$ cat config.mk
export PLATFORM = sky130hd
export DESIGN_NAME = xbc_claim_top
export DESIGN_NICKNAME = d
export VERILOG_FILES = /design/src/rtl/xbc_pkg.sv /design/src/rtl/xbc_dly_entry.sv /design/src/rtl/xbc_side_claim.sv /design/src/rtl/xbc_claim_top.sv
export SDC_FILE = /design/constraint.sdc
export NUM_CORES = 1
export LEC_CHECK = 0
export BUFFER_PORTS_ARGS = -buffer_cell sky130_fd_sc_hd__buf_4
export CAP_MARGIN = 20
export CELL_PAD_IN_SITES_DETAIL_PLACEMENT = 1
export CELL_PAD_IN_SITES_GLOBAL_PLACEMENT = 2
export CORE_UTILIZATION = 24
export CTS_CLUSTER_SIZE = 30
export DETAILED_ROUTE_END_ITERATION = 10
export MAX_ROUTING_LAYER = met4
export PLACE_DENSITY = 0.73
export SYNTH_ARGS = -nofsm -noshare
export SYNTH_HDL_FRONTEND = slang
export SYNTH_SLANG_ARGS = --single-unit
$ cat constraint.sdc
create_clock -name clk -period 3.74 [get_ports clk]
set_input_delay 0.748 -clock clk [delete_from_list [all_inputs] [get_ports clk]]
set_output_delay 0.748 -clock clk [all_outputs]
set_load 0.005 [all_outputs]
$ cat src/rtl/xbc_pkg.sv
package xbc_pkg;
   typedef enum logic [1:0] {
      LOC_NONE = 2'b00,
      LOC_OWN  = 2'b01,
      LOC_FAR  = 2'b10
   } loc_e;

   typedef enum logic [1:0] {
      DT_IDLE  = 2'd0,
      DT_WAIT  = 2'd1,
      DT_READY = 2'd2
   } dt_st_e;

   typedef enum logic [1:0] {
      TRM_NONE  = 2'd0,
      TRM_OK    = 2'd1,
      TRM_RETRY = 2'd2
   } trm_e;
endpackage

$ cat src/rtl/xbc_dly_entry.sv
module xbc_dly_entry
   import xbc_pkg::*;
#(
   parameter int AW        = 16,
   parameter int CW        = 4,
   parameter bit MATCH_CMD = 1'b1
) (
   input  logic          clk,
   input  logic          rst_n,
   input  logic          cap,
   input  logic [AW-1:0] cap_addr,
   input  logic [CW-1:0] cap_cmd,
   input  logic          far_done,
   input  logic          rel,
   input  logic [AW-1:0] probe_addr,
   input  logic [CW-1:0] probe_cmd,
   output logic          is_idle,
   output logic          is_ready,
   output logic          hit
);
   dt_st_e        st_q;
   logic [AW-1:0] addr_q;
   logic [CW-1:0] cmd_q;
   logic          addr_eq;

   always_ff @(posedge clk) begin
      if (!rst_n) begin
         st_q   <= DT_IDLE;
         addr_q <= '0;
         cmd_q  <= '0;
      end else begin
         unique case (st_q)
            DT_IDLE: if (cap) begin
               st_q   <= DT_WAIT;
               addr_q <= cap_addr;
               cmd_q  <= cap_cmd;
            end
            DT_WAIT:  if (far_done) st_q <= DT_READY;
            DT_READY: if (rel) st_q <= DT_IDLE;
            default:  st_q <= DT_IDLE;
         endcase
      end
   end

   assign is_idle  = (st_q == DT_IDLE);
   assign is_ready = (st_q == DT_READY);
   assign addr_eq  = (probe_addr == addr_q);

   generate
      if (MATCH_CMD) begin : g_full_match
         assign hit = addr_eq && (probe_cmd == cmd_q);
      end else begin : g_addr_match
         assign hit = addr_eq;
      end
   endgenerate

   // a capture only lands in a free slot
   assert_cap_free_R4: assert property (@(posedge clk) disable iff (!rst_n)
      cap |-> is_idle);
   // release only after far-side completion, and it frees the slot
   assert_rel_ready_R6: assert property (@(posedge clk) disable iff (!rst_n)
      rel |-> is_ready);
   assert_rel_frees_R6: assert property (@(posedge clk) disable iff (!rst_n)
      rel |=> is_idle);
   // completion while free is ignored
   assert_done_idle_R12: assert property (@(posedge clk) disable iff (!rst_n)
      (far_done && is_idle && !cap) |=> is_idle);
endmodule

$ cat src/rtl/xbc_side_claim.sv
module xbc_side_claim
   import xbc_pkg::*;
#(
   parameter int AW        = 16,
   parameter int CW        = 4,
   parameter bit MATCH_CMD = 1'b1,
   parameter bit ABORT_EN  = 1'b0
) (
   input  logic          clk,
   input  logic          rst_n,
   input  logic          vld,
   input  logic [1:0]    loc,
   input  logic [AW-1:0] addr,
   input  logic [CW-1:0] cmd,
   input  logic          post,
   input  logic          peer,
   input  logic          far_done,
   output logic          devsel_o,
   output logic          ok_o,
   output logic          retry_o,
   output logic          none_o,
   output logic          mab_o,
   output logic          fwd_o,
   output logic          fwd_post_o,
   output logic [AW-1:0] fwd_addr_o,
   output logic [CW-1:0] fwd_cmd_o
);
   logic   claim, cap, rel, fwd_d, fwd_post_d, mab_d;
   logic   slot_idle, slot_ready, slot_hit;
   trm_e   trm_d;

   xbc_dly_entry #(.AW(AW), .CW(CW), .MATCH_CMD(MATCH_CMD)) slot_i (
      .clk        (clk),
      .rst_n      (rst_n),
      .cap        (cap),
      .cap_addr   (addr),
      .cap_cmd    (cmd),
      .far_done   (far_done),
      .rel        (rel),
      .probe_addr (addr),
      .probe_cmd  (cmd),
      .is_idle    (slot_idle),
      .is_ready   (slot_ready),
      .hit        (slot_hit)
   );

   assign claim = vld && (loc == LOC_FAR) && !peer;

   always_comb begin
      trm_d      = TRM_NONE;
      cap        = 1'b0;
      rel        = 1'b0;
      fwd_d      = 1'b0;
      fwd_post_d = 1'b0;
      if (claim) begin
         if (post) begin
            trm_d      = TRM_OK;
            fwd_d      = 1'b1;
            fwd_post_d = 1'b1;
         end else if (slot_idle) begin
            trm_d = TRM_RETRY;
            cap   = 1'b1;
            fwd_d = 1'b1;
         end else if (slot_ready && slot_hit) begin
            trm_d = TRM_OK;
            rel   = 1'b1;
         end else begin
            trm_d = TRM_RETRY;
         end
      end
   end

   generate
      if (ABORT_EN) begin : g_abort
         assign mab_d = vld && (loc == LOC_NONE) && !peer;
      end else begin : g_no_abort
         assign mab_d = 1'b0;
      end
   endgenerate

   always_ff @(posedge clk) begin
      if (!rst_n) begin
         devsel_o   <= 1'b0;
         ok_o       <= 1'b0;
         retry_o    <= 1'b0;
         none_o     <= 1'b0;
         mab_o      <= 1'b0;
         fwd_o      <= 1'b0;
         fwd_post_o <= 1'b0;
         fwd_addr_o <= '0;
         fwd_cmd_o  <= '0;
      end else begin
         devsel_o   <= claim;
         ok_o       <= (trm_d == TRM_OK);
         retry_o    <= (trm_d == TRM_RETRY);
         none_o     <= vld && !claim;
         mab_o      <= mab_d;
         fwd_o      <= fwd_d;
         fwd_post_o <= fwd_post_d;
         if (fwd_d) begin
            fwd_addr_o <= addr;
            fwd_cmd_o  <= cmd;
         end
      end
   end

   // exactly one termination after a strobe, silence otherwise
   assert_trm_onehot_R11: assert property (@(posedge clk) disable iff (!rst_n)
      vld |=> ($countones({ok_o, retry_o, none_o}) == 1));
   assert_trm_quiet_R11: assert property (@(posedge clk) disable iff (!rst_n)
      !vld |=> !(ok_o || retry_o || none_o));
   // device select accompanies a response
   assert_devsel_resp_R1: assert property (@(posedge clk) disable iff (!rst_n)
      devsel_o |-> !none_o);
   // own-side target gets no response
   assert_own_silent_R8: assert property (@(posedge clk) disable iff (!rst_n)
      (vld && loc == LOC_OWN) |=> (none_o && !devsel_o && !fwd_o));
   // a peer claim keeps the bridge off the cycle
   assert_peer_yield_R10: assert property (@(posedge clk) disable iff (!rst_n)
      (vld && peer) |=> (none_o && !fwd_o && !mab_o));
   // posted forwards complete, delayed forwards retry
   assert_fwd_post_R3: assert property (@(posedge clk) disable iff (!rst_n)
      (fwd_o && fwd_post_o) |-> ok_o);
   assert_fwd_delay_R4: assert property (@(posedge clk) disable iff (!rst_n)
      (fwd_o && !fwd_post_o) |-> retry_o);
   // master abort only with no response
   assert_mab_none_R9: assert property (@(posedge clk) disable iff (!rst_n)
      mab_o |-> none_o);
endmodule

$ cat src/rtl/xbc_claim_top.sv
module xbc_claim_top
   import xbc_pkg::*;
#(
   parameter int AW        = 16,
   parameter int CW        = 4,
   parameter bit MATCH_CMD = 1'b1
) (
   input  logic                clk,
   input  logic                rst_n,
   input  logic [1:0]          cyc_vld,
   input  logic [1:0][1:0]     cyc_loc,
   input  logic [1:0][AW-1:0]  cyc_addr,
   input  logic [1:0][CW-1:0]  cyc_cmd,
   input  logic [1:0]          cyc_post,
   input  logic [1:0]          peer_devsel,
   input  logic [1:0]          fwd_done,
   output logic [1:0]          devsel,
   output logic [1:0]          trm_ok,
   output logic [1:0]          trm_retry,
   output logic [1:0]          trm_none,
   output logic                mabort,
   output logic [1:0]          fwd_req,
   output logic [1:0]          fwd_posted,
   output logic [1:0][AW-1:0]  fwd_addr,
   output logic [1:0][CW-1:0]  fwd_cmd
);
   localparam int NSIDE = 2;
   localparam int PRI   = 0;

   logic [NSIDE-1:0] mab_side;

   generate
      if (AW < 2) begin : g_bad_aw
         $error("xbc_claim_top: AW must be at least 2");
      end
      if (CW < 1) begin : g_bad_cw
         $error("xbc_claim_top: CW must be at least 1");
      end

      for (genvar s = 0; s < NSIDE; s++) begin : g_side
         xbc_side_claim #(
            .AW        (AW),
            .CW        (CW),
            .MATCH_CMD (MATCH_CMD),
            .ABORT_EN  (s == PRI)
         ) side_i (
            .clk        (clk),
            .rst_n      (rst_n),
            .vld        (cyc_vld[s]),
            .loc        (cyc_loc[s]),
            .addr       (cyc_addr[s]),
            .cmd        (cyc_cmd[s]),
            .post       (cyc_post[s]),
            .peer       (peer_devsel[s]),
            .far_done   (fwd_done[s]),
            .devsel_o   (devsel[s]),
            .ok_o       (trm_ok[s]),
            .retry_o    (trm_retry[s]),
            .none_o     (trm_none[s]),
            .mab_o      (mab_side[s]),
            .fwd_o      (fwd_req[s]),
            .fwd_post_o (fwd_posted[s]),
            .fwd_addr_o (fwd_addr[s]),
            .fwd_cmd_o  (fwd_cmd[s])
         );
      end
   endgenerate

   assign mabort = mab_side[PRI];

   // the secondary side never flags master abort
   assert_sec_no_abort_R9: assert property (@(posedge clk) disable iff (!rst_n)
      !mab_side[1]);
   // a secondary claim does not disturb the primary response
   assert_sides_apart_R2: assert property (@(posedge clk) disable iff (!rst_n)
      (cyc_vld[1] && !cyc_vld[0]) |=> !(trm_ok[0] || trm_retry[0] || trm_none[0]));
endmodule

# [Yosys cells after proc, flatten, opt, wreduce, memory -nomap -nowiden]
# Cells that the tools add are included.
[op_classes] n_eq_ne=20 n_mux=36 n_reduce_logical=25
[op_table] op="== test 16 bit" n=2
[op_table] op="2-to-1 mux 2 bit" n=14
[op_table] op="2-to-1 mux 1 bit" n=20
[op_table] op="== test 2 bit (second input constant)" n=6
[op_table] op="logical AND 1 bit" n=12
[op_table] op="case mux 2 bit (3 select lines)" n=2
[op_table] op="== test 2 x 1 -> 1 bit (second input constant)" n=4
[op_table] op="== test 4 bit" n=2
[op_table] op="!= test 2 x 1 -> 1 bit (second input constant)" n=4
[op_table] op="AND reduction 2 bit" n=4
[op_table] op="zero test 2 bit" n=3
[op_table] op="AND reduction 3 bit" n=2
[op_table] op="zero test 1 bit" n=4
[op_table] op="!= test 2 bit (second input constant)" n=2
[totals] reg_bits=97 input_bits=54 out_inout_bits=53 elab_cells=104

# [Logic depth before layout (Yosys ltp)]
# Gate-level depths: netlist of run 1.
[logic_depth] ltp_word=9 mapped_depth=6 depth_no_buf=5

# [Modules after synthesis]
# Synthesis of run 1 repeated with hierarchy kept, for this count alone.
[hier_totals] hier_cells=474 hier_area_um2=4379.2
[by_module_without_submodules] module="xbc_dly_entry" n_inst=2 cells_each=125 area_each_um2=1136.1 seq_area_each_um2=440.4
[by_module_without_submodules] module="xbc_side_claim at g_side[0].side_i" n_inst=1 cells_each=112 area_each_um2=1068.5 seq_area_each_um2=540.5
[by_module_without_submodules] module="xbc_side_claim at g_side[1].side_i" n_inst=1 cells_each=112 area_each_um2=1038.5 seq_area_each_um2=520.5

# [Worst setup path before layout of run 1]
# OpenSTA, ideal clock, no wires.
[synth_timing] path_type="input to register" startpoint="input peer_devsel[0]" endpoint="register g_side[0].side_i.slot_i.addr_q[10]" setup_ps=116 arrival_time_ps=1731 t_required_ps=3624 slack_ps=1893 stages=6 path_cell_list="nor3b_2 nand2_2 nor4_4 buf_6 mux2i_1 nor2b_1"
[synth_between] elab_chain_len=4
[synth_rtl] item="from (decl)" line="xbc_claim_top.sv:15" rtl="input logic [1:0] peer_devsel,"
[synth_rtl] item="zero test 1 bit" line="xbc_side_claim.sv:47" rtl="assign claim = vld && (loc == LOC_FAR) && !peer;"
[synth_rtl] item="logical AND 1 bit" line="xbc_side_claim.sv:47"
[synth_rtl] item="2-to-1 mux 1 bit" line="xbc_side_claim.sv:55" rtl="if (claim) begin"
[synth_rtl] item="AND reduction 2 bit (no line)"
[synth_rtl] item="to (signal assigned)" line="xbc_dly_entry.sv:35" rtl="addr_q <= cap_addr;"
[synth_rtl] item="to (decl)" line="xbc_dly_entry.sv:22" rtl="logic [AW-1:0] addr_q;"
# Every way passes these cells.
# A chain may end at the register's enable or synchronous reset.

# [Worst setup path in the final report of run 1]
[layout_timing] startpoint="input cyc_cmd[7] (netlist name)" endpoint="register g_side[1].side_i.slot_i.st_q[1]"
[layout_between] elab_chain_len=9
[layout_rtl] item="from (decl)" line="xbc_claim_top.sv:13" rtl="input logic [1:0][CW-1:0] cyc_cmd,"
[layout_rtl] item="== test 4 bit" line="xbc_dly_entry.sv:51" rtl="assign hit = addr_eq && (probe_cmd == cmd_q);"
[layout_rtl] item="logical AND 1 bit" line="xbc_dly_entry.sv:51"
[layout_rtl] item="logical AND 1 bit" line="xbc_side_claim.sv:64" rtl="end else if (slot_ready && slot_hit) begin"
[layout_rtl] item="2-to-1 mux 1 bit" line="xbc_side_claim.sv:64"
[layout_rtl] item="2-to-1 mux 1 bit" line="xbc_side_claim.sv:60" rtl="end else if (slot_idle) begin"
[layout_rtl] item="2-to-1 mux 1 bit" line="xbc_side_claim.sv:56" rtl="if (post) begin"
[layout_rtl] item="2-to-1 mux 1 bit" line="xbc_side_claim.sv:55"
[layout_rtl] item="!= test 2 x 1 -> 1 bit (no line)"
[layout_rtl] item="AND reduction 3 bit (no line)"
[layout_rtl] item="to (signal assigned)" line="xbc_dly_entry.sv:38" rtl="DT_WAIT: if (far_done) st_q <= DT_READY;"
[layout_rtl] item="to (signal assigned)" line="xbc_dly_entry.sv:39" rtl="DT_READY: if (rel) st_q <= DT_IDLE;"
[layout_rtl] item="to (signal assigned)" line="xbc_dly_entry.sv:40" rtl="default: st_q <= DT_IDLE;"
[layout_rtl] item="to (decl)" line="xbc_dly_entry.sv:21" rtl="dt_st_e st_q;"
# Every way passes these cells.

==> results.toml, run 1 <==
[cells_and_area]
diodes = 0
drive_gt1_share_pct = 27.4
fin_util_pct = 32.2
area_growth_pct = 29.1
fin_nets = 553

[run]
drv_cap = 0

[global_route]
grt_overflow = 0
grt_max_degree = 91
grt_pass1_vias = 3241
grt_usage_pct = 12.0
antenna_found_initial = 0
grt_first_pass_wirelength_um = 16500

[power]
switchingPower_mw = 0.491
power_frac_clock_pct = 44.7
leakagePower_nw = 2.19
p_comb_share_pct = 8.0
power.internal_mw = 1.75
power_switching_share_pct = 21.9
ir_drop_mv = 0.190
seqPwrFrac_pct = 47.3
power_density_nw_per_um2 = 416

[die]
pin_count = 107
initial_core_util_pct = 24.9
dieHeight_um = 134
core_um2 = 16800
die_w_um = 134
rows = 47
fp.dieArea_um2 = 17900

[routing]
vias = 3029
first_iter_violations = 66
wl_per_cell_um = 13.8
first_pass_iters = 4
drt_wl_total_um = 10000
antenna_left = 0
viasPerCell = 4.18
drc = 0

[synthesis]
seq_area_frac_synth_pct = 46.5
mappedNetlistArea_um2 = 4180
synthCells = 410
yosysTopAreaCell = "dfxtp_1"
synth.avg_cell_area_um2 = 10.2
ys_ff_latch = 97
synth_top_area_share_pct = 46.5
yosys_warnings = 0
synth_nets = 464
yosys-top-cells-area = "dfxtp_1 (46%), mux2i_1 (15%), nor2b_1 (9.1%), xor2_1 (5.0%), nand2_1 (4.0%)"
synth.distinct_cells = 37

[critical_path]
cp_max_fo = 3
start_kind = "input port"
cp_num_buf_inv = 1
worstSetupPathType = "input port to flip-flop"
cp_top_family = "simple AND/OR/NAND/NOR gates"
critPathMaxStageDelay_ns = 0.49
path_cells = "buf_4 -> xor2_1 -> nor4_1 -> nand4_1 -> o311a_1"
critPathArrivalTime_ns = 2.26
cp-end-kind = "flip-flop"
cp_slowest_cell = "nor4_1"
critPathRequiredTime_ns = 3.98

[clocking]
cts_root_buffer = "clkbuf_16"
clockBufferDepth = 2
hold_buffers = 0
cts_resized = 0
cts_post_setup_buffers_inserted = 0
cts_tree = "done"
cts.clk_slew.worst_paths_ns = 0.07
cts_sinks = 97
cts_buffers = 9
worstSkewPairLatency_ns = 0.34
htreeDepth = 3

[placed_design]
numPortBuffers = 106
place.gp.congestion = 0.685
hpwlAfterDp_um = 7050

[timing]
fin_skew_ns = 0.00459
tightest_slew_ns = 1.03
fmax_ghz = 0.495
maxSlewHeadroom_pct = 31.5
rsz0062_at_grt = "false"
fin_crit_ns = 2.02
fin_crit_sh_pct = 54.0
whs_ns = 0.473
fin_tns_setup_ns = 0
finalMaxSlewViolations = 0
hold_viol_final = 0
setup_viol_count_final = 0

[status]
status = "finished, final reports clean"

[min_path]
hold_path_class = "flip-flop to flip-flop"
-- sequential cells by signal, summed over array words and instances, names as in the netlist --
| register | flops |
|---|---|
| g_side.side_i.devsel_o | 2 |
| g_side.side_i.fwd_addr_o | 32 |
| g_side.side_i.fwd_cmd_o | 8 |
| g_side.side_i.fwd_o | 2 |
| g_side.side_i.fwd_post_o | 2 |
| g_side.side_i.mab_o | 1 |
| g_side.side_i.none_o | 2 |
| g_side.side_i.ok_o | 2 |
| g_side.side_i.retry_o | 2 |
| g_side.side_i.slot_i.addr_q | 32 |
| g_side.side_i.slot_i.cmd_q | 8 |
| g_side.side_i.slot_i.st_q | 4 |
-- cell usage after synthesis --
library cell	instances
a21boi_0	20
a21oi_1	1
and2_2	1
and3_1	2
and3_2	1
and3b_1	1
and3b_2	1
and4bb_2	1
buf_2	4
buf_4	14
buf_6	5
clkbuf_1	9
dfxtp_1	97
inv_1	4
mux2i_1	61
nand2_1	45
nand2_2	1
nand2b_2	1
nand3_1	2
nand4_1	5
nor2_1	9
nor2b_1	61
nor3_1	4
nor3_4	1
nor3b_1	1
nor3b_2	1
nor4_1	5
nor4_2	1
nor4_4	1
o21a_1	2
o21ai_0	4
o21ai_1	1
o311a_1	1
o31ai_1	1
or4_4	1
xnor2_1	16
xor2_1	24
-- kinds of logic after synthesis --
family | count (synthesis) | synth area share [%]
AO/OA/AOI/OAI | 30 | 5.09
XOR/XNOR | 40 | 8.39
buffers and inverters | 36 | 5.51
flip-flops | 97 | 46.5
multiplexers | 61 | 14.6
AND/OR/NAND/NOR | 146 | 19.9
-- cell usage in the layout, fill, tap and decap left out, types with 3 or more instances in the layout --
cell type	count
nor2_1	9
nand2_1	45
nor2b_1	61
clkbuf_16	9
o21ai_0	3
mux2i_1	61
inv_1	4
xor2_1	24
a21boi_0	20
dfxtp_1	97
nor3_1	4
buf_4	110
nand4_1	5
nor4_1	5
xnor2_1	16
-- power groups by stage --
stage / clock network, mW / logic [mW] / registers, mW
after floorplan: 0 / 0.0860 / 1.08
final: 1.00 / 0.179 / 1.06
after global routing: 1.09 / 0.197 / 1.06
after detailed placement: 0 / 0.182 / 1.08
after CTS: 1.05 / 0.183 / 1.06
after global placement: 0 / 0.178 / 1.08
-- worst paths after layout --
path / startpoint / end / slack, ns / depth (start not counted)
setup reg to reg: g_side[1].side_i.slot_i.addr_q[3]$_SDFFE_PN0P_ / g_side[1].side_i.slot_i.st_q[1]$_SDFFE_PN0P_ / 1.94 / 4
setup / recovery: cyc_cmd[7] / g_side[1].side_i.slot_i.st_q[1]$_SDFFE_PN0P_ / 1.72 / 5
hold / removal: g_side[0].side_i.fwd_addr_o[0]$_SDFFE_PN0P_ / g_side[0].side_i.fwd_addr_o[0]$_SDFFE_PN0P_ / 0.47 / 2
hold reg to reg: g_side[0].side_i.fwd_addr_o[0]$_SDFFE_PN0P_ / g_side[0].side_i.fwd_addr_o[0]$_SDFFE_PN0P_ / 0.47 / 2
-- through the flow --
stage / total power [mW] / setup WS (ns) / cell area (um2) / std cells
detailed placement: 1.27 / 1.45 / 5070 / 708
CTS: 2.29 / 1.82 / 5390 / 724
floorplan: 1.17 / 1.89 / 4180 / 410
global placement: 1.26 / 1.45 / 5070 / 708
global route: 2.34 / 1.68 / 5390 / 724
finish: 2.24 / 1.72 / 5390 / 724
-- layer usage --
layer / vias up / wire (um) / part of all wire, % / track usage (%)
met5: - / 0 / 0 / -
met4: 0 / 108 / 1.1 / 4.92
met3: 8 / 411 / 4.1 / 2.65
met2: 60 / 4840 / 48 / 19.1
met1: 1440 / 4660 / 47 / 14.7
li1: 1521 / - / - / -
-- worst reg2reg max path, cell delays in order (launching register included) --
cell     delay [ns]
dfxtp_1        0.32
xor2_1         0.15
nor4_1         0.48
nand4_1        0.33
o311a_1        0.41
-- final cells by class --
type,instances,area (um2)
well taps,220,275
clock inverters,5,78.8
inverters,4,15.0
fillers,1906,11400
multi-input cells,277,2010
clock buffers,11,243
flip-flops and latches,97,1940
repair buffers,110,826
(Power assumes the default switching activity.)
==> run 2, diff against run 1 <==
- ABC_AREA: unset -> 1
- PLACE_DENSITY: 0.73 -> 0.79
- clock period: 3.74 -> 1.9 ns (I/O delays scaled with it)
==> run 2 against run 1 <==
  * Flip-flop and latch count is the same
  * Register-to-register slack lost 1.5 ns
  * Critical path depth grew 1
  * Synthesized cell count grew 44%
  * Cell count grew 26%
  * Design area grew 2.5%
  * Non-clock buffer count grew 3
  * Critical endpoint is now g_side[1].side_i.ok_o$_SDFF_PN0_
  * Via count grew 31%
  * Global-route usage grew 2.6 points
  * Combinational power grew to 2.6 times the previous value
==> results.toml, run 2 <==
[die]
die_w_um = 135
dieHeight_um = 135
fp.dieArea_um2 = 18300
core_um2 = 17300
initial_core_util_pct = 24.6
rows = 48
pin_count = 107

[critical_path]
cp_top_family = "simple AND/OR/NAND/NOR gates"
start_kind = "flip-flop"
critPathArrivalTime_ns = 1.72
cp_slowest_cell = "nor4_1"
cp_num_buf_inv = 1
path_cells = "inv_1 -> nand2_1 -> nand2_1 -> nor4_1 -> nand3_1 -> a21oi_1"
worstSetupPathType = "flip-flop to flip-flop"
cp_max_fo = 2
cp-end-kind = "flip-flop"
critPathMaxStageDelay_ns = 0.41
critPathRequiredTime_ns = 2.17
cp_common_cell = "nand2_1"

[run]
drv_cap = 0

[synthesis]
mappedNetlistArea_um2 = 4250
synth.distinct_cells = 29
synth_top_area_share_pct = 45.6
synthArstFlopShare_pct = 0
yosys-top-cells-area = "dfxtp_1 (46%), nand2_1 (9.5%), a21oi_1 (7.1%), o21ai_0 (7.1%), inv_1 (6.9%)"
seq_area_frac_synth_pct = 45.6
synth.avg_cell_area_um2 = 7.19
synth_nets = 646
ys_top_cells_by_count = "nand2_1 (108), dfxtp_1 (97), inv_1 (78)"
yosysMostFrequentCell = "nand2_1"
synthCells = 592
yosys_warnings = 0
yosysTopAreaCell = "dfxtp_1"
synthFlopType = "dfxtp_1"
ys_ff_latch = 97
synth_enable_flop_cells = 0

[routing]
first_pass_iters = 4
viasPerCell = 4.38
wl_per_cell_um = 13.6
met3WireLength_um = 529
drt_wl_total_um = 12400
drc = 0
wl_met1_um = 6080
maxUsedRoutingLayer = "met4"
vias = 3982
antenna_left = 0
first_iter_violations = 160
wl_met2_um = 5660

[timing]
fin_skew_ns = 0.00569
tightest_slew_ns = 0.405
hold_viol_final = 0
finalMaxSlewViolations = 0
fin_crit_ns = 1.45
fin_crit_sh_pct = 76.2
maxSlewHeadroom_pct = 72.8
fin_tns_setup_ns = 0
rsz0062_at_grt = "false"
setup_viol_count_final = 0
fmax_ghz = 0.691

[clocking]
htreeDepth = 3
cts.clk_slew.worst_paths_ns = 0.07
worstSkewPairLatency_ns = 0.34
cts_root_buffer = "clkbuf_16"
cts_sinks = 97
cts_resized = 0
cts_post_setup_buffers_inserted = 0
cts_tree = "done"
clockBufferDepth = 2
hold_buffers = 0
cts_buffers = 9

[cells_and_area]
drive_gt1_share_pct = 21.5
fill_cells = 2181
area_growth_pct = 30.0
fin_nets = 736
reg.largest.list = "g_side.side_i.fwd_addr_o (32), g_side.side_i.slot_i.addr_q (32)"
diodes = 0
mostFrequentLayoutCells = "buf_4 (111), nand2_1 (108), dfxtp_1 (97), inv_1 (78), nor2_1 (74)"
layout_commonest_cell = "buf_4"
fin_util_pct = 32.0

[power]
leakagePower_nw = 2.48
power_density_nw_per_um2 = 842
ir_drop_mv = 0.411

[global_route]
grt_first_pass_wirelength_um = 20200
antenna_found_initial = 0
grt_max_degree = 42
grt_pass1_vias = 4023
grt_usage_pct = 14.6
grt_overflow = 0

[min_path]
hold_path_class = "input port to flip-flop"

[placed_design]
place.gp.congestion = 0.794
numPortBuffers = 106
hpwlAfterDp_um = 9420

[status]
status = "finished, final reports clean"
==> run 2: layer usage <==
layer / GRT usage [%] / vias up
met2: 23.0 / 68
li1: - / 2048
met3: 2.77 / 10
met4: 4.49 / 0
met1: 18.9 / 1856
met5: - / -
==> run 2: final timing paths <==
kind	startpoint	end	slack [ns]	cells past startpoint
max	g_side[1].side_i.slot_i.addr_q[2]$_SDFFE_PN0P_	g_side[1].side_i.ok_o$_SDFF_PN0_	0.45	6
min	cyc_loc[1]	g_side[0].side_i.mab_o$_SDFF_PN0_	0.23	2
max reg2reg	g_side[1].side_i.slot_i.addr_q[2]$_SDFFE_PN0P_	g_side[1].side_i.ok_o$_SDFF_PN0_	0.45	6
min reg2reg	g_side[0].side_i.slot_i.cmd_q[2]$_SDFFE_PN0P_	g_side[0].side_i.slot_i.cmd_q[2]$_SDFFE_PN0P_	0.47	2
==> run 2: logic make-up after synthesis <==
| kind of cell | count (synthesis) | share of synthesized area [%] |
|---|---|---|
| xor gates and xnor gates | 6 | 1.24 |
| DFF | 97 | 45.6 |
| and+or+nand+nor | 210 | 20.3 |
| buffers and inverters | 117 | 12.3 |
| AOI/OAI and AO/OA | 162 | 20.5 |
==> run 2: final cells by class <==
cell class | instances | area, um2 | area share (%)
clock buffers | 11 | 243 | 4.39
clock inverters | 3 | 90.1 | 1.63
inverters | 83 | 312 | 5.63
multi-input cells | 378 | 1790 | 32.3
flip-flops and latches | 97 | 1940 | 35.1
well taps | 225 | 282 | 5.09
repair buffers | 113 | 873 | 15.8
==> run 2: through the flow <==
stage	instance area [um2]	total power [mW]	setup WS (ns)	hold slack, ns	cells
finish	5530	4.66	0.453	0.234	910
global route	5530	4.87	0.288	0.218	910
CTS	5530	4.74	0.446	0.219	910
detailed placement	5200	2.63	0.243	0.457	896
global placement	5200	2.61	0.313	0.446	896
floorplan	4250	2.39	0.636	0.436	592
==> run 2: power breakdown <==
group	switching (mW)	total (mW)	leakage, nW	internal [mW]
clock network	0.771	2.08	0.162	1.31
logic	0.251	0.457	1.53	0.206
registers	0.0300	2.12	0.787	2.09
==> run 3, diff against run 2 <==
- ABC_AREA: 1 -> 0
- PLACE_DENSITY: 0.79 -> 0.73
- clock period: 1.9 -> 1.47 ns (I/O delays scaled with it)
==> run 3 against run 2 <==
  * The run now ends with setup timing left
  * Combinational power grew 12%
  * Non-clock buffer count up 21
  * Count of clock-buffer cells in the layout stayed put
  * Power rose by 20%
  * Setup slack got worse by 0.61 ns
  * Cell count fell by 18%
  * Routed wire length is 16% lower
==> results.toml, run 3 (synthesis results as in run 1) <==
[status]
status = "finished, violations left"
violations = "setup timing"

[clocking]
cts_post_setup_buffers_inserted = 0
worstSkewPairLatency_ns = 0.35
htreeDepth = 3
cts_tree = "done"
cts_buffers = 9
hold_buffers = 0
cts_root_buffer = "clkbuf_16"
clockBufferDepth = 2
cts.clk_slew.worst_paths_ns = 0.07
cts_sinks = 97

[placed_design]
place.gp.congestion = 0.701
numPortBuffers = 106
post_dp_cell_area_um2 = 5330
hpwlAfterDp_um = 7540

[critical_path]
crit_path_start = "g_side[1].side_i.slot_i.addr_q[3]$_SDFFE_PN0P_"
cp-end-kind = "flip-flop"
r2r_slack_ns = -0.15
reg2reg_depth = 6
critPathArrivalTime_ns = 1.89
start_kind = "flip-flop"
cp_max_fo = 2
endpoint = "g_side[1].side_i.ok_o$_SDFF_PN0_"
r2r-start = "g_side[1].side_i.slot_i.addr_q[3]$_SDFFE_PN0P_"
critPathRequiredTime_ns = 1.73
worstSetupPathType = "flip-flop to flip-flop"
worstReg2RegEnd = "g_side[1].side_i.ok_o$_SDFF_PN0_"

[global_route]
grt_max_degree = 47
grt_usage_pct = 12.8
antenna_found_initial = 0
grt_pass1_vias = 3379
grt_first_pass_wirelength_um = 17300
grt_overflow = 0

[die]
core_um2 = 16800
initial_core_util_pct = 24.9
pin_count = 107
fp.dieArea_um2 = 17900
dieHeight_um = 134
die_w_um = 134
rows = 47

[cells_and_area]
fin_nets = 577
reg.largest.list = "g_side.side_i.fwd_addr_o (32), g_side.side_i.slot_i.addr_q (32)"
mostFrequentLayoutCells = "buf_4 (128), dfxtp_1 (92), mux2i_1 (61), nor2b_1 (61), nand2_1 (45)"
area_growth_pct = 36.4
layout_commonest_cell = "buf_4"
drive_gt1_share_pct = 33.5
diodes = 0
final_area_um2 = 5700

[timing]
setup_slack_ns = -0.154
setup_viol_count_final = 6
fin_tns_setup_ns = -0.483
fin_crit_ns = 1.62
fin_skew_ns = 0.00908
finalMaxSlewViolations = 0
fmax_ghz = 0.616
maxSlewHeadroom_pct = 81.9
hold_viol_final = 0
fin_crit_sh_pct = 110
tightest_slew_ns = 0.269
rsz0062_at_grt = "true"

[min_path]
hold_path_class = "input port to flip-flop"

[routing]
first_pass_iters = 3
viasPerCell = 4.19
vias = 3137
antenna_left = 0
wl_per_cell_um = 14.0
drt_wl_total_um = 10500
first_iter_violations = 78
drc = 0

[power]
leakagePower_nw = 2.34
ir_drop_mv = 0.482
power_density_nw_per_um2 = 983

[run]
drv_cap = 0
## run 3: what timing repair did
action | in CTS | in global routing
gates resized for setup | 5 | 12
pin swaps | 3 | 5
endpoints found under the setup margin | 6 | 28
endpoints found under the hold margin | 0 | 0
## run 3: layout make-up
cell class | count | area, um2
inverters | 4 | 15.0
repair buffers | 134 | 1080
well taps | 220 | 275
multi-input cells | 277 | 2080
fillers | 1928 | 11100
clock inverters | 5 | 55.1
clock buffers | 11 | 243
flip-flops and latches | 97 | 1950
## run 3: critical path, cell delays in order, from the launching register on
cell     delay (ns)
dfxtp_1        0.33
xor2_1         0.17
nor4_2         0.28
buf_4          0.15
nand4_1        0.20
buf_4          0.23
o31ai_4        0.20
## run 3: power breakdown
| group | switching, mW | total (mW) | internal [mW] |
|---|---|---|---|
| Combinational | 0.220 | 0.513 | 0.292 |
| Sequential | 0.0264 | 2.70 | 2.67 |
| Clock | 1.03 | 2.39 | 1.36 |
| Total | 1.28 | 5.60 | 4.33 |
## run 3: metal layers
metal	global-route usage (%)	up-vias	share of wire (%)
met5	-	-	0
met4	6.38	0	2.1
met3	2.23	11	3.6
met2	20.5	64	48
met1	15.3	1490	46
li1	-	1572	-
## run 3: per-stage QoR
stage / util, % / hold WS, ns / worst slack (ns) / cells / power (mW)
5_1_grt: 34.0 / 0.149 / -0.234 / 748 / 5.88
3_5_place_dp: 31.8 / 0.465 / -0.391 / 732 / 3.27
4_1_cts: 33.7 / 0.143 / -0.160 / 748 / 5.71
3_3_place_gp: 31.8 / 0.453 / -0.384 / 732 / 3.26
2_1_floorplan: - / 0.373 / 0.0774 / 410 / 2.98
6_report: 34.0 / 0.152 / -0.154 / 748 / 5.60
## run 3: worst min-delay path by stage
stage                                                  from                                            to  slack [ns]  depth (start not counted)
4_1_cts                                         cyc_post[1]           g_side[1].side_i.retry_o$_SDFF_PN0_        0.14                          2
2_1_floorplan                                   cyc_post[0]           g_side[0].side_i.retry_o$_SDFF_PN0_        0.37                          1
6_report                                        cyc_post[1]           g_side[1].side_i.retry_o$_SDFF_PN0_        0.15                          2
5_1_grt                                         cyc_post[1]           g_side[1].side_i.retry_o$_SDFF_PN0_        0.15                          2
3_3_place_gp   g_side[0].side_i.fwd_addr_o[12]$_SDFFE_PN0P_  g_side[0].side_i.fwd_addr_o[12]$_SDFFE_PN0P_        0.45                          2
3_5_place_dp    g_side[0].side_i.fwd_addr_o[2]$_SDFFE_PN0P_   g_side[0].side_i.fwd_addr_o[2]$_SDFFE_PN0P_        0.47                          2
